`src/rtl/conveyor_useq_pkg.sv`:
```
package conveyor_useq_pkg;
  localparam int STATE_W  = 3;
  localparam int N_COND   = 4;
  localparam int SEL_W    = $clog2(N_COND);
  localparam int ADDR_W   = STATE_W + 1;
  localparam int ROM_LEN  = 1 << ADDR_W;
  localparam int N_STATES = 1 << STATE_W;

  typedef logic [STATE_W-1:0] state_t;

  // condition vector bit positions
  localparam int C_OVERHEAT = 0;
  localparam int C_ESTOP    = 1;
  localparam int C_STOP     = 2;
  localparam int C_START    = 3;

  localparam state_t S_IDLE_OH  = 3'd1;
  localparam state_t S_IDLE_ES  = 3'd2;
  localparam state_t S_IDLE_SP  = 3'd3;
  localparam state_t S_ARM      = 3'd4;
  localparam state_t S_RUN_OH   = 3'd5;
  localparam state_t S_RUN_ES   = 3'd6;
  localparam state_t S_RUN_SP   = 3'd7;

  typedef struct packed {
    logic   relay;
    logic   lamp;
    state_t nxt;
  } uword_t;

  localparam int WORD_W = $bits(uword_t);

  function automatic logic [SEL_W-1:0] cond_of_state(state_t s);
    case (s)
      S_IDLE_OH, S_RUN_OH: return SEL_W'(C_OVERHEAT);
      S_IDLE_ES, S_RUN_ES: return SEL_W'(C_ESTOP);
      S_IDLE_SP, S_RUN_SP: return SEL_W'(C_STOP);
      default:             return SEL_W'(C_START);
    endcase
  endfunction

  function automatic uword_t mk(logic on, state_t n);
    uword_t w;
    w.relay = on;
    w.lamp  = on;
    w.nxt   = n;
    return w;
  endfunction

  // microprogram: address = {state, tested condition}
  function automatic uword_t ucode(logic [ADDR_W-1:0] a);
    state_t s;
    logic   c;
    s = a[ADDR_W-1:1];
    c = a[0];
    case (s)
      S_IDLE_OH: return c ? mk(1'b0, S_IDLE_OH) : mk(1'b0, S_IDLE_ES);
      S_IDLE_ES: return c ? mk(1'b0, S_IDLE_OH) : mk(1'b0, S_IDLE_SP);
      S_IDLE_SP: return c ? mk(1'b0, S_IDLE_OH) : mk(1'b0, S_ARM);
      S_ARM:     return c ? mk(1'b1, S_RUN_OH)  : mk(1'b0, S_IDLE_OH);
      S_RUN_OH:  return c ? mk(1'b0, S_IDLE_OH) : mk(1'b1, S_RUN_ES);
      S_RUN_ES:  return c ? mk(1'b0, S_IDLE_OH) : mk(1'b1, S_RUN_SP);
      S_RUN_SP:  return c ? mk(1'b0, S_IDLE_OH) : mk(1'b1, S_RUN_OH);
      default:   return mk(1'b0, S_IDLE_OH);
    endcase
  endfunction
endpackage

```
`src/rtl/conveyor_useq_rst_sync.sv`:
```
module conveyor_useq_rst_sync #(
  parameter int STAGES = 2
) (
  input  logic clk,
  input  logic rst_n,
  output logic rst_sync_n
);
  logic [STAGES-1:0] chain_q;

  always_ff @(posedge clk or negedge rst_n) begin
    if (!rst_n) chain_q <= '0;
    else        chain_q <= {chain_q[STAGES-2:0], 1'b1};
  end

  assign rst_sync_n = chain_q[STAGES-1];
endmodule

```
`src/rtl/conveyor_useq_cond_mux.sv`:
```
module conveyor_useq_cond_mux
  import conveyor_useq_pkg::*;
(
  input  state_t            state_i,
  input  logic [N_COND-1:0] cond_i,
  output logic              cond_o
);
  logic [N_STATES-1:0] per_state;

  for (genvar s = 0; s < N_STATES; s++) begin : g_sel
    if (s == 0) begin : g_unused
      assign per_state[s] = 1'b0;
    end else begin : g_used
      localparam logic [SEL_W-1:0] SEL = cond_of_state(STATE_W'(s));
      assign per_state[s] = cond_i[SEL];
    end
  end

  assign cond_o = per_state[state_i];
endmodule

```
`src/rtl/conveyor_useq_rom.sv`:
```
module conveyor_useq_rom
  import conveyor_useq_pkg::*;
(
  input  logic [ADDR_W-1:0] addr_i,
  output uword_t            word_o
);
  uword_t table_w [ROM_LEN];

  for (genvar a = 0; a < ROM_LEN; a++) begin : g_word
    assign table_w[a] = ucode(ADDR_W'(a));
  end

  assign word_o = table_w[addr_i];
endmodule

```
`src/rtl/conveyor_useq_state_reg.sv`:
```
module conveyor_useq_state_reg
  import conveyor_useq_pkg::*;
(
  input  logic   clk,
  input  logic   rst_n,
  input  uword_t word_i,
  output state_t state_o,
  output logic   relay_o,
  output logic   lamp_o
);
  state_t state_q, state_d;
  logic   relay_q, relay_d;
  logic   lamp_q, lamp_d;
  logic   load_en;

  assign load_en = 1'b1;

  always_comb begin
    state_d = state_q;
    relay_d = relay_q;
    lamp_d  = lamp_q;
    if (load_en) begin
      state_d = word_i.nxt;
      relay_d = word_i.relay;
      lamp_d  = word_i.lamp;
    end
  end

  always_ff @(posedge clk or negedge rst_n) begin
    if (!rst_n) begin
      state_q <= S_IDLE_OH;
      relay_q <= 1'b0;
      lamp_q  <= 1'b0;
    end else begin
      state_q <= state_d;
      relay_q <= relay_d;
      lamp_q  <= lamp_d;
    end
  end

  assign state_o = state_q;
  assign relay_o = relay_q;
  assign lamp_o  = lamp_q;
endmodule

```
`src/rtl/conveyor_useq.sv`:
```
module conveyor_useq
  import conveyor_useq_pkg::*;
(
  input  logic         clk,
  input  logic         rst_n,
  input  logic         overheat_i,
  input  logic         estop_i,
  input  logic         stop_i,
  input  logic         start_i,
  output logic         relay_o,
  output logic         lamp_o,
  output logic [2:0]   state_o
);
  logic              rst_core_n;
  logic [N_COND-1:0] cond_vec;
  logic              cond_sel;
  logic [ADDR_W-1:0] rom_addr;
  uword_t            rom_word;
  state_t            cur_state;

  conveyor_useq_rst_sync #(.STAGES(2)) u_rst (
    .clk        (clk),
    .rst_n      (rst_n),
    .rst_sync_n (rst_core_n)
  );

  always_comb begin
    cond_vec             = '0;
    cond_vec[C_OVERHEAT] = overheat_i;
    cond_vec[C_ESTOP]    = estop_i;
    cond_vec[C_STOP]     = stop_i;
    cond_vec[C_START]    = start_i;
  end

  conveyor_useq_cond_mux u_mux (
    .state_i (cur_state),
    .cond_i  (cond_vec),
    .cond_o  (cond_sel)
  );

  assign rom_addr = {cur_state, cond_sel};

  conveyor_useq_rom u_rom (
    .addr_i (rom_addr),
    .word_o (rom_word)
  );

  conveyor_useq_state_reg u_reg (
    .clk     (clk),
    .rst_n   (rst_core_n),
    .word_i  (rom_word),
    .state_o (cur_state),
    .relay_o (relay_o),
    .lamp_o  (lamp_o)
  );

  assign state_o = cur_state;
endmodule

```
`config.mk`:
```
export PLATFORM = sky130hd
export DESIGN_NAME = conveyor_useq
export DESIGN_NICKNAME = d
export VERILOG_FILES = /design/src/rtl/conveyor_useq_pkg.sv /design/src/rtl/conveyor_useq_rst_sync.sv /design/src/rtl/conveyor_useq_cond_mux.sv /design/src/rtl/conveyor_useq_rom.sv /design/src/rtl/conveyor_useq_state_reg.sv /design/src/rtl/conveyor_useq.sv
export SDC_FILE = /design/constraint.sdc
export NUM_CORES = 1
export LEC_CHECK = 0
export BUFFER_PORTS_ARGS = -buffer_cell sky130_fd_sc_hd__buf_2
export CAP_MARGIN = 20
export CORE_AREA = 5 5 42 44
export CTS_CLUSTER_SIZE = 16
export DETAILED_ROUTE_END_ITERATION = 12
export DIE_AREA = 0 0 47 49
export PLACE_DENSITY = 0.49
export SLEW_MARGIN = 15
export SYNTH_ARGS = -nofsm -noshare
export SYNTH_HDL_FRONTEND = slang
export SYNTH_SLANG_ARGS = --single-unit
export TNS_END_PERCENT = 5
```
`constraint.sdc`:
```
create_clock -name clk -period 1.2 [get_ports clk]
set_input_delay 0.06 -clock clk [delete_from_list [all_inputs] [get_ports clk]]
set_output_delay 0.06 -clock clk [all_outputs]
set_load 0.02 [all_outputs]
```
## Word level (Yosys, flattened, before mapping)

Memory sizes are Yosys's and may differ from the RTL's. A register that Yosys moved wholly into a read port is not among the register bits.
Index checks and enable logic that the tools add are counted.

| operators by class | value |
|---|---|
| order comparisons | 1 |
| multiplexer cells | 2 |
| bitwise gates (word level) | 1 |
| reductions and logical operators | 1 |

Operators by type and width:

| cell | number |
|---|---|
| $not A4 Y5 | 1 |
| $lt A3 B4 Y1 const B | 1 |
| $bmux W1 S3 | 1 |
| $logic_not A1 Y1 | 1 |
| $mux W1 | 1 |

| storage, ports and cells | value |
|---|---|
| bits in registers | 2 |
| ROM bits | 80 |
| input port bits | 6 |
| output and inout port bits | 5 |
| word-level logic and storage cells | 7 |
| memories kept | 1 |

Memory list:

| memory | words | width | rd ports | clocked after memory_dff | wr ports | RTL line | source |
|---|---|---|---|---|---|---|---|
| (name not given) | 16 | 5 | 1 | 1 | 0 | conveyor_useq_rom.sv:13 | `assign word_o = table_w[addr_i];` |

## Depth between registers and ports, before layout

| depth | value |
|---|---|
| word-level depth | 3 |
| mapped depth | 5 |
| gate-level depth less buffers | 5 |

## Modules after synthesis

From an unflattened synthesis, not the netlist that was laid out.

| second synthesis, totals | value |
|---|---|
| cells, all modules | 24 |
| area total of the unflattened synthesis | 316.6 sq um |

By module, submodules not included:

| module | times used | cells an instance | area an instance (sq um) | sequential area each (sq um) |
|---|---|---|---|---|
| conveyor_useq_state_reg | 1 | 5 | 126.4 | 126.4 |
| conveyor_useq_rom | 1 | 14 | 107.6 | 0.0 |
| conveyor_useq_rst_sync | 1 | 3 | 53.8 | 50.0 |
| conveyor_useq_cond_mux | 1 | 2 | 28.8 | 0.0 |

## Worst setup path after synthesis

Ideal clock, no wire load.

| timing | value |
|---|---|
| path kind | register to register |
| start | register u_reg.state_q[0], in the netlist u_reg.state_o[0] |
| end | register u_reg.state_q[2], in the netlist u_reg.state_o[2] |
| library setup time | 128 ps |
| arrival time | 1,608 ps |
| data required time | 1,072 ps |
| setup slack | -536 ps |
| cell stages (with the launch flop) | 6 |
| buffers on the path | 0 |
| clock period less this slack | 1,736 ps |
| cell sequence | dfstp_2 mux2_4 o2bb2ai_1 ha_1 nand3b_1 o211ai_2 |

| between the ends | value |
|---|---|
| word-level cells in the longest chain between the ends | 3 |

RTL lines:

| element | RTL line | source |
|---|---|---|
| from (decl) | conveyor_useq_state_reg.sv:11 | `state_t state_q, state_d;` |
| $bmux W1 S3 | conveyor_useq_cond_mux.sv:19 | `assign cond_o = per_state[state_i];` |
| $mux W1 (implied by the code) | conveyor_useq_cond_mux.sv:19 |  |
| $not A4 Y5 (implied by the code) (*) | conveyor_useq_rom.sv:13 |  |

Mark *: on every way between the ends. The rest lies on a longest branch, timed or not. The select of a mux whose other input is x is not followed.

## Final worst setup path

Same ends and word-level chain as after synthesis.

==> flow_summary.toml <==
[die]
start_util = 0.211
ios = 11
die_w_um = 47
rows = 14
coreArea_sq_um = 1400
die_area_sq_um = 2300
dieHeight_um = 49

[global_route]
grt_pass1_vias = 296
globalRouteTotalUtil = 0.0757
grt_overflow = 0
grt_max_degree = 7
antenna_found_initial = 0
grt_pass1_wl_mm = 1.22

[route]
drt_iter0_markers = 3
totalWireLength_um = 692
num_vias = 239
dr.pass1.iters = 2
antenna_left = 0
routed_via_density = 3.98
drc = 0
wl_per_cell_um = 11.5

[clock_network]
tritoncts = "done"
cts_buffers = 3
h-tree-depth = 1
root_buffer = "clkbuf_4"
clock_sinks = 6
cts_buffer_depth = 2
insertion_delay_ps = 240
cts.clk_slew.worst_paths_ps = 50

[power_and_ir_drop]
clkPwrFrac = 0.165
p_sw_frac = 0.382
p_seq_frac = 0.268
p_switching_w = 0.000462
cellInternalPower_w = 0.000746
power.density_nw_per_um2 = 2500
ir_drop_v = 0.000964
p_comb_frac = 0.567
leakage_nw = 0.239

[sta]
final_hold_viol_count = 0
finalCritPeriodShare = 1.33
fin_crit_ps = 1600
fmax_mhz = 627
holdWs_ps = 56.3
setup_viol = 4
final-max-slew-violation-count = 0
setup_slack_ps = -395
clock_skew_ps = 2.35
rsz0062_at_grt = "true"

[synth]
ys_ff_latch = 6
synth_top_area_share = 0.424
synth_area_leaders = "dfrtp_1 42%, ha_1 13%, dfstp_2 8.9%"
synth_area_leader_cell = "dfrtp_1"
yosysUniqueCellTypes = 14
ys_warn_count = 0
synth_edf_count = 0
synth_common_cells = "5 x dfrtp_1, 3 x ha_1, 3 x nand3b_1, 2 x inv_1, 2 x nand2_1"
ys_seq_area_frac = 0.513
syn_area_sq_um = 295
synthArstFlopShare = 1.00
synth.avg_cell_area_sq_um = 12.3
synth.net_count = 33
yosys_most_used_dff = "dfrtp_1"
syn_inst = 24
yosysMostFrequentCell = "dfrtp_1"

[placement]
post-place-ws_ps = -403
post-dp-hpwl_um = 533
io_buffers = 10
place_congestion = 0.762

[cells_and_area]
antenna_cells = 0
areaGrowthSynthToFinish_pct = 63.6
layout.nets = 54
drive_above_1_share = 0.591
fill_cells = 156

[run]
maxCapViolCount = 0

[hold_path]
hp-class = "reg -> async"

[critical_path]
end_kind = "register"
path_class = "reg -> reg"
path_max_fanout = 5
start_kind = "register"
required_ps = 1320
cp.arrival_ps = 1720

[outcome]
run_status = "finished with violations"
violations = "negative setup slack"
-- cells in the final DEF (no fill, tap or decap) --
cell type | synthesis | routed
nand3b_1 | 3 | 3
o211ai_2 | 1 | 1
ha_1 | 3 | 1
nand2_1 | 2 | 2
dfstp_2 | 1 | 1
mux2_2 | 1 | 1
o21ai_1 | 1 | 1
clkbuf_1 | 0 | 1
a21oi_1 | 1 | 1
dlygate4sd3_1 | 0 | 1
inv_1 | 2 | 2
buf_2 | 0 | 10
buf_4 | 1 | 6
mux2_4 | 1 | 1
o2bb2ai_4 | 0 | 1
conb_1 | 1 | 1
ha_4 | 0 | 2
dfrtp_1 | 5 | 5
clkbuf_4 | 0 | 3
-- repair_timing --
action                                 in CTS  in global routing
buffers inserted                            0                  1
endpoints found under the hold margin       2                  0
gates resized for setup                     2                  1
hold buffers                                1                  0
setup endpoints to repair                   4                  4
pin swaps                                   1                  0
-- path summary, 6_finish.rpt --
kind | depth (start not counted) | startpoint | endpoint | slack [ps]
max | 5 | u_reg.state_o[0] | u_reg.state_o[2] | -400
min | 0 | u_rst.chain_q[1] | u_reg.state_o[2] | 60
max reg2reg | 5 | u_reg.state_o[0] | u_reg.state_o[2] | -400
min reg2reg | 0 | u_rst.chain_q[1] | u_reg.state_o[2] | 60
max in group asynchronous | 0 | u_rst.chain_q[1] | u_reg.state_o[0] | 910
min in group clk | 4 | stop_i | u_reg.lamp_o | 280
-- registers in the layout, summed over array words and instances (netlist names) --
signal	count
u_rst.chain_q	2
u_reg.lamp_o	1
u_reg.state_o	3
-- logic make-up (layout without fill, tap and decap cells) --
kind of cell | count (synthesis) | in the layout | synth area share
flip-flops | 6 | 6 | 0.513
multiplexers | 2 | 2 | 0.0890
other | 1 | 1 | 0.0127
adder cells (fa/ha/maj) | 3 | 3 | 0.127
AO/OA/AOI/OAI | 4 | 4 | 0.106
buffers and inverters | 3 | 23 | 0.0509
AND/OR/NAND/NOR | 5 | 5 | 0.102
-- worst max-delay path, stage by stage (launching register included) --
cell and delay [ps]:
dfstp_2 570, mux2_4 330, o2bb2ai_4 150, ha_4 220
nand3b_1 110, o211ai_2 90
-- metal layers --
metal / wire length [um] / global-route usage
met1: 275 / 0.0735
met2: 378 / 0.127
met3: 38 / 0.0554
met4: 0 / 0.0138
met5: 0 / 0
-- stage by stage --
step / std cells / cell area (sq um) / util / setup TNS [ps] / total power, W
final: 60 / 483 / 0.345 / -1410 / 0.00121
after global routing: 60 / 483 / 0.345 / -1610 / 0.00131
after CTS: 59 / 465 / 0.332 / -1410 / 0.00115
after detailed placement: 54 / 414 / 0.296 / -1340 / 0.000905
after global placement: 54 / 414 / 0.296 / -1210 / 0.000887
after floorplan: 24 / 314 / - / -1290 / 0.000684
-- power by group through the flow --
| stage | clock [W] | combinational (W) | sequential, W |
|---|---|---|---|
| 6_report | 0.000199 | 0.000685 | 0.000323 |
| 5_1_grt | 0.000228 | 0.000747 | 0.000330 |
| 4_1_cts | 0.000209 | 0.000615 | 0.000327 |
| 3_5_place_dp | 0 | 0.000575 | 0.000330 |
| 3_3_place_gp | 0 | 0.000561 | 0.000326 |
| 2_1_floorplan | 0 | 0.000278 | 0.000405 |
-- area by class of cell --
class                   count  area [sq um]  area share
well taps                  16          20.0      0.0415
repair buffers             17           105       0.218
clock buffers               4          26.3      0.0544
inverters                   2          7.51      0.0155
multi-input cells          15           173       0.358
flip-flops and latches      6           151       0.313
No activity file was read; power rests on OpenSTA's default activity.
